File: src/rtl/ilv_intc_pkg.sv
package ilv_intc_pkg;
  localparam int CODE_W   = 8;
  localparam int CODE_LSB = 2;

  function automatic logic [CODE_W-1:0] rank_to_code(input logic [5:0] rank);
    logic [CODE_W-1:0] c;
    c = '0;
    c[CODE_LSB +: 6] = rank;
    return c;
  endfunction
endpackage

File: src/rtl/ilv_pin_front.sv
module ilv_pin_front #(
  parameter int SYNC_STAGES = 2
) (
  input  logic clk,
  input  logic rst_n,
  input  logic pin_n,
  input  logic edge_mode,
  input  logic clr,
  output logic pend
);
  localparam int LAST = SYNC_STAGES - 1;

  logic [SYNC_STAGES-1:0] sync_q;
  logic                   act_d;
  logic                   act;

  assign act = ~sync_q[LAST];

  generate
    if (SYNC_STAGES == 1) begin : g_one
      always_ff @(posedge clk or negedge rst_n)
        if (!rst_n) sync_q <= '1;
        else        sync_q <= pin_n;
    end else begin : g_chain
      always_ff @(posedge clk or negedge rst_n)
        if (!rst_n) sync_q <= '1;
        else        sync_q <= {sync_q[LAST-1:0], pin_n};
    end
  endgenerate

  always_ff @(posedge clk or negedge rst_n) begin
    if (!rst_n) begin
      act_d <= 1'b0;
      pend  <= 1'b0;
    end else begin
      act_d <= act;
      if (!edge_mode)          pend <= act;
      else if (act && !act_d)  pend <= 1'b1;
      else if (clr)            pend <= 1'b0;
    end
  end
endmodule

File: src/rtl/ilv_level_route.sv
module ilv_level_route #(
  parameter int NUM_PERIPH = 4,
  parameter int NUM_LVL    = 8,
  parameter int SEL_W      = 3
) (
  input  logic [NUM_PERIPH-1:0]       req,
  input  logic [NUM_PERIPH*SEL_W-1:0] sel,
  output logic [NUM_LVL-1:0]          lvl
);
  always_comb begin
    lvl = '0;
    for (int p = 0; p < NUM_PERIPH; p++)
      for (int l = 0; l < NUM_LVL; l++)
        if (req[p] && (sel[p*SEL_W +: SEL_W] == SEL_W'(l)))
          lvl[l] = 1'b1;
  end
endmodule

File: src/rtl/ilv_prio_enc.sv
module ilv_prio_enc #(
  parameter int N  = 16,
  parameter int RW = 4
) (
  input  logic [N-1:0]  vec,
  output logic          any,
  output logic [RW-1:0] rank
);
  always_comb begin
    any  = 1'b0;
    rank = '0;
    for (int i = N - 1; i >= 0; i--)
      if (vec[i]) begin
        any  = 1'b1;
        rank = RW'(i);
      end
  end
endmodule

File: src/rtl/ilv_intc.sv
module ilv_intc
  import ilv_intc_pkg::*;
#(
  parameter int NUM_PINS    = 8,
  parameter int NUM_PERIPH  = 4,
  parameter int SEL_W       = 3,
  parameter int SYNC_STAGES = 2
) (
  input  logic                        clk,
  input  logic                        rst_n,
  input  logic [NUM_PINS-1:0]         irq_pin_n,
  input  logic [NUM_PINS-1:0]         irq_edge_mode,
  input  logic [NUM_PERIPH-1:0]       periph_req,
  input  logic [NUM_PERIPH*SEL_W-1:0] periph_lvl_sel,
  input  logic                        wdog_in,
  input  logic                        cfg_wr_en,
  input  logic                        cfg_wr_sel,
  input  logic [2*NUM_PINS-1:0]       cfg_wr_data,
  output logic [2*NUM_PINS-1:0]       pend_o,
  output logic                        irq_o,
  output logic                        nmi_o,
  output logic [CODE_W-1:0]           int_code
);
  localparam int NSRC   = 2 * NUM_PINS;
  localparam int RANK_W = $clog2(NSRC);

  logic [NSRC-1:0]     pend_q;
  logic [NSRC-1:0]     mask_q;
  logic [NUM_PINS-1:0] pin_pend;
  logic [NUM_PINS-1:0] lvl_comb;
  logic [NUM_PINS-1:0] lvl_q;
  logic [NSRC-1:0]     clr_vec;
  logic [NSRC-1:0]     eff;
  logic                any;
  logic [RANK_W-1:0]   rank;
  logic                wdog_q;

  assign clr_vec = (cfg_wr_en && !cfg_wr_sel) ? cfg_wr_data : '0;

  generate
    for (genvar k = 0; k < NUM_PINS; k++) begin : g_pin
      ilv_pin_front #(.SYNC_STAGES(SYNC_STAGES)) u_front (
        .clk       (clk),
        .rst_n     (rst_n),
        .pin_n     (irq_pin_n[k]),
        .edge_mode (irq_edge_mode[k]),
        .clr       (clr_vec[2*k]),
        .pend      (pin_pend[k])
      );
      assign pend_q[2*k]   = pin_pend[k];
      assign pend_q[2*k+1] = lvl_q[k];
    end
  endgenerate

  ilv_level_route #(
    .NUM_PERIPH (NUM_PERIPH),
    .NUM_LVL    (NUM_PINS),
    .SEL_W      (SEL_W)
  ) u_route (
    .req (periph_req),
    .sel (periph_lvl_sel),
    .lvl (lvl_comb)
  );

  // Rank 0 is non-maskable: it always competes for the code.
  assign eff = pend_q & {mask_q[NSRC-1:1], 1'b1};

  ilv_prio_enc #(.N(NSRC), .RW(RANK_W)) u_enc (
    .vec  (eff),
    .any  (any),
    .rank (rank)
  );

  always_ff @(posedge clk or negedge rst_n) begin
    if (!rst_n) begin
      lvl_q    <= '0;
      mask_q   <= '0;
      wdog_q   <= 1'b0;
      irq_o    <= 1'b0;
      nmi_o    <= 1'b0;
      int_code <= '0;
    end else begin
      lvl_q  <= lvl_comb;
      wdog_q <= wdog_in;
      if (cfg_wr_en && cfg_wr_sel) mask_q <= cfg_wr_data;
      irq_o    <= |(pend_q[NSRC-1:1] & mask_q[NSRC-1:1]);
      nmi_o    <= pend_q[0] | wdog_q;
      int_code <= any ? rank_to_code(6'(rank)) : '0;
    end
  end

  assign pend_o = pend_q;
endmodule

File: config.mk
export PLATFORM = sky130hd
export DESIGN_NAME = ilv_intc
export DESIGN_NICKNAME = d
export VERILOG_FILES = /design/src/rtl/ilv_intc_pkg.sv /design/src/rtl/ilv_pin_front.sv /design/src/rtl/ilv_level_route.sv /design/src/rtl/ilv_prio_enc.sv /design/src/rtl/ilv_intc.sv
export SDC_FILE = /design/constraint.sdc
export NUM_CORES = 1
export LEC_CHECK = 0
export ABC_AREA = 1
export BUFFER_PORTS_ARGS = -buffer_cell sky130_fd_sc_hd__buf_2
export CORE_AREA = 2 2 73 75
export CTS_BUF_LIST = sky130_fd_sc_hd__clkbuf_4 sky130_fd_sc_hd__clkbuf_8
export DETAILED_ROUTE_END_ITERATION = 6
export DIE_AREA = 0 0 75 77
export MAX_ROUTING_LAYER = met4
export PLACE_DENSITY = 0.86
export SLEW_MARGIN = 20
export SYNTH_ARGS = -nofsm -noshare
export SYNTH_HDL_FRONTEND = slang
export SYNTH_SLANG_ARGS = --single-unit
File: constraint.sdc
create_clock -name clk -period 1.7 [get_ports clk]
set_input_delay 0.255 -clock clk [delete_from_list [all_inputs] [get_ports clk]]
set_output_delay 0.255 -clock clk [all_outputs]
set_load 0.1 [all_outputs]
### Word-level counts from Yosys, hierarchy flattened

Index checks and enable logic that the tools add are counted.

| operators by class | value |
|---|---|
| equality and inequality tests | 36 |
| muxes and demuxes | 90 |
| bitwise gates (word level) | 11 |
| reduce and logical (&&, ||, !) cells | 56 |

Operators with widths:

| operator | number |
|---|---|
| 1-bit 2-to-1 mux | 72 |
| 4-bit 2-to-1 mux | 16 |
| 3-bit equality test (second input constant) | 16 |
| 1-bit logical AND | 42 |
| 3-bit by 2-bit equality test with 1-bit output (second input constant) | 8 |
| 3-bit by 1-bit != test with 1-bit output (second input constant) | 8 |
| 16-bit AND | 1 |
| 15-bit AND | 1 |
| 15-bit 2-to-1 mux | 1 |
| 15-bit OR reduction | 1 |
| 3-bit by 1-bit equality test with 1-bit output (second input constant) | 4 |
| 3-bit zero test | 4 |
| 1-bit zero test | 9 |
| 1-bit NOT | 8 |
| 6-bit 2-to-1 mux | 1 |
| 1-bit OR | 1 |

| storage, ports and cells | value |
|---|---|
| register bits | 65 |
| input bits | 53 |
| output and inout bits | 26 |
| word-level logic and storage cells | 223 |

### Longest topological paths before layout

| depth | value |
|---|---|
| depth in word-level cells | 18 |
| depth in mapped cells | 16 |
| depth with buffers taken out | 16 |

### Cells and area by module

From an unflattened synthesis, not the netlist that was laid out.

| unflattened totals | value |
|---|---|
| cells, all modules | 386 |
| area, all modules | 2935.3 sq um |

By module, submodules not included:

| module | times used | cells an instance | area each (sq um) |
|---|---|---|---|
| ilv_intc | 1 | 155 | 1325.0 |
| ilv_pin_front | 8 | 10 | 126.4 |
| ilv_level_route | 1 | 102 | 390.4 |
| ilv_prio_enc | 1 | 49 | 209.0 |

### Worst setup path after synthesis

Ideal clock, no wire load.

| timing path | value |
|---|---|
| path type | reg2reg |
| start point | reg lvl_q[7] |
| end point | reg int_code[2] |
| data arrival time | 1799 ps |
| setup slack | -173 ps |
| cell stages (with the launch flop) | 17 |
| path buffers | 0 |
| period minus slack after synthesis | 1873 ps |
| cell sequence | dfrtp_1 > nand2_2 > inv_2 > nand2_1 > nand2_1 > nand2_1 > nand2_1 > nand2_1 > nand2_1 > nand2_1 > nand2_1 > nand2_1 > nand2_1 > nand2_1 > nand2_1 > nand2_1 > a21oi_2 |

| on the way | value |
|---|---|
| word-level cells in the longest chain between the ends | 18 |
| elaborated cells between the ends (all ways) | 34 |

Ends and longest elaborated chain:

| what | RTL line | source |
|---|---|---|
| start: declaration | ilv_intc.sv:31 | `logic [NUM_PINS-1:0] lvl_q;` |
| start signal: assignment | ilv_intc.sv:83 | `lvl_q <= lvl_comb;` |
| 16-bit AND * | ilv_intc.sv:66 | `assign eff = pend_q & {mask_q[NSRC-1:1], 1'b1};` |
| 4-bit 2-to-1 mux / 1-bit 2-to-1 mux (equally long branches) (16 in a row) | ilv_prio_enc.sv:13 | `if (vec[i]) begin` |
| 6-bit 2-to-1 mux * | ilv_intc.sv:88 | `int_code <= any ? rank_to_code(6'(rank)) : '0;` |
| end signal: assignment | ilv_intc.sv:88 |  |
| end: declaration | ilv_intc.sv:22 | `output logic [CODE_W-1:0] int_code` |

Every way passes the cells marked *; elsewhere a longest branch is shown, timed or not.
A chain may end at the register's enable or synchronous reset.

### Final worst setup path

| timing path | value |
|---|---|
| start point | reg g_pin[0].u_front.pend |
| end point | out pend_o[0] |

RTL lines:

| what | RTL line | source |
|---|---|---|
| start: declaration | ilv_pin_front.sv:9 | `output logic pend` |
| start signal: assignment | ilv_pin_front.sv:37 | `if (!edge_mode) pend <= act;` |
| end: declaration | ilv_intc.sv:19 | `output logic [2*NUM_PINS-1:0] pend_o,` |

No word-level cell between the ends.

==> flow_summary_export.csv <==
group,metric,value,unit
detailed_routing,routed_via_density,4.832,
die,ios,79,
timing,finClkSkew,0.005822,ns
grt,first_global_vias,1924,
power_and_ir_drop,leakage,1.690,nW
clocking,clock_path_buffers,2,
synthesis,ys_types,30,
detailed_routing,ant_nets,0,
placement,numPortBuffers,74,
worst_setup_path,arrival,1.27,ns
synthesis,synth_top_area_share,0.4475,
detailed_routing,wl,5124,um
grt,grt_max_degree,63,
synthesis,async_flop_share,1.000,
finish,areaGrowthSynthToFinish,23.39,%
worst_setup_path,crit_path_end_kind,"output port",
finish,nets,388,
die,start_util,0.5168,
synthesis,ys_seq_area_frac,0.6109,
worst_setup_path,worst-path-buf-inv,1,
placement,hpwlAfterDp,3949,um
clocking,cts_root_buffer,"clkbuf_8",
finish,fin_util,0.6378,
worst_setup_path,slowest_stage,"buf_2",
die,die_h,77,um
clocking,insertion_delay,0.31,ns
synthesis,synth_enable_flop_cells,0,
grt,grt_pass1_wl,8466,um
worst_setup_path,max_stage_delay,0.48,ns
timing,worst_pin_slew,0.5150,ns
synthesis,synth_flop_cell,"dfrtp_1",
power_and_ir_drop,power,3.763,mW
placement,gp_congestion,0.9196,
timing,finalSetupViolCount,0,
timing,min_period,1.522,ns
die,die_x,75,um
die,die_area,5775,um2
synthesis,syn_avg_cell_area,9.971,um2
synthesis,mappedNetlistArea,2572,um2
outcome,status,"finished, final reports clean",
power_and_ir_drop,power_density,1186,nW/um2
worst_setup_path,r2r-end,"int_code[2]",
clocking,cts_max_level,3,
worst_setup_path,start_kind,"flop",
grt,grt-ovfl-total,0,
detailed_routing,vias,1981,
synthesis,ys_warn_count,0,
timing,maxSlewViolCount,0,
detailed_routing,drc,0,
clocking,cts_buffers,9,
timing,fmax,657.1,MHz
worst_setup_path,ff2ff_path_depth,16,
hold_path,hp-class,"input port to flop",
synthesis,synth-seq-cells,62,
hold_path,holdPathEnd,"g_pin[5].u_front.sync_q[0]",
timing,finalHoldViolCount,0,
worst_setup_path,critical_path_required,1.44,ns
worst_setup_path,r2r_start,"lvl_q[7]",
hold_path,hp-start,"irq_pin_n[5]",
synthesis,synth_area_leaders,"dfrtp_1 45%, dfstp_2 16%, nand2_1 11%, inv_1 4.7%, buf_4 3.5%",
finish,layout-drive-gt1-share,0.3588,
worst_setup_path,crit_family,"buffers and inverters",
timing,max-slew-margin-rel,0.6559,
detailed_routing,drt_iter0_markers,139,
grt,track_usage,0.2016,
detailed_routing,drt_pass1_iterations,4,
clocking,clock_sinks,62,
worst_setup_path,crit_chain,"buf_2",
synthesis,synth_most_common_cell,"nand2_1",
worst_setup_path,criticalPathCategory,"flop to output port",
timing,final.setup.tns,0,ns
placement,place_ws,0.3736,ns
die,rows,26,
synthesis,synth_common_cells,"73 x nand2_1, 46 x dfrtp_1, 32 x inv_1",
synthesis,synthCells,258,
timing,finalCritPeriodShare,0.8952,
clocking,cts_tree,"done",
synthesis,yosysTopAreaCell,"dfrtp_1",
hold_path,hold_depth,1,
flow_run,cap_viol_max_count,0,
worst_setup_path,rrSetupSlack,0.35,ns
timing,final.setup.worst_slack,0.1781,ns
clocking,clk_pin_slew,0.07,ns
power_and_ir_drop,peakVddDrop,0.5008,mV
timing,rsz0062_at_grt,"false",
die,core,4977,um2
worst_setup_path,critical_path_peak_fanout,7,
detailed_routing,wl_per_cell,12.50,um
grt,antenna_found_initial,0,
finish,n_antenna_cell,0,
cell type report:
| cell class | instances | area (um2) |
|---|---|---|
| Multi-Input combinational cell | 152 | 789.5 |
| Timing Repair Buffer | 77 | 407.9 |
| Fill cell | 439 | 1803 |
| Inverter | 33 | 123.9 |
| Tap cell | 70 | 87.58 |
| Sequential cell | 62 | 1575 |
| Clock buffer | 13 | 172.7 |
| Clock inverter | 3 | 17.52 |
worst max path at each step:
stage               slack [ns]     endpoint                  start  cells after the start
global route              0.13    pend_o[0]  g_pin[0].u_front.pend                      1
CTS                       0.15    pend_o[0]  g_pin[0].u_front.pend                      1
detailed placement        0.37  int_code[2]               lvl_q[7]                     16
global placement          0.41  int_code[2]               lvl_q[7]                     16
finish                    0.18    pend_o[0]  g_pin[0].u_front.pend                      1
floorplan                 0.04  int_code[3]               lvl_q[4]                      7
logic make-up (layout without fill, tap and decap cells):
logic type	count (synthesis)	in the layout	share of synthesized area
other	1	4	0.001458
AND/OR/NAND/NOR	104	104	0.1654
flip-flops	62	62	0.6109
AO/OA/AOI/OAI	36	36	0.1007
multiplexers	8	8	0.03502
buffers and inverters	47	126	0.08657
repair_timing:
item,4_1_cts,5_1_grt
hold endpoints to repair,46,0
hold buffers,1,0
setup buffers,0,0
gates resized for setup,0,0
flip-flops by register name (all words and copies together), names as in the netlist:
register	count
lvl_q	8
wdog_q	1
g_pin.u_front.act_d	8
g_pin.u_front.pend	8
irq_o	1
int_code	4
nmi_o	1
mask_q	15
g_pin.u_front.sync_q	16
power by group:
part           switching (mW)  internal, mW
Combinational           0.698         0.203
Clock                   0.503         0.660
Sequential             0.0724          1.63
per-stage QoR:
step | cell area [um2] | std cells | hold slack, ns
after floorplan | 2587 | 261 | -0.04059
after global placement | 2974 | 393 | 0.2826
after detailed placement | 2974 | 393 | 0.2849
after CTS | 3174 | 410 | 0.01481
after global routing | 3174 | 410 | 0.01319
final | 3174 | 410 | 0.03214
cell usage in the layout (no fill, tap or decap), types with 2 or more instances in the layout:
| cell type | instances |
|---|---|
| o22ai_1 | 3 |
| a21oi_1 | 2 |
| dfstp_2 | 16 |
| o21ai_0 | 7 |
| mux2_1 | 6 |
| conb_1 | 4 |
| nand2_2 | 4 |
| inv_1 | 32 |
| dfrtp_1 | 43 |
| nor3_1 | 2 |
| clkinv_2 | 2 |
| a22oi_1 | 4 |
| mux2_2 | 2 |
| clkbuf_8 | 12 |
| buf_2 | 74 |
| nand3_1 | 4 |
| nor2_1 | 16 |
| or2_1 | 2 |
| dfrtp_2 | 3 |
| o211ai_1 | 8 |
| nand2_1 | 73 |
| o221ai_1 | 5 |
| a221o_1 | 3 |
layer usage:
layer  GRT usage  vias to the layer above  wire [um]
li1            -                      975          -
met1      0.2608                      935       2252
met2      0.2886                       67       2401
met3     0.06307                        4        415
met4     0.09286                        0         55
met5           -                        -          0
Power figures use the tool's default switching activity.
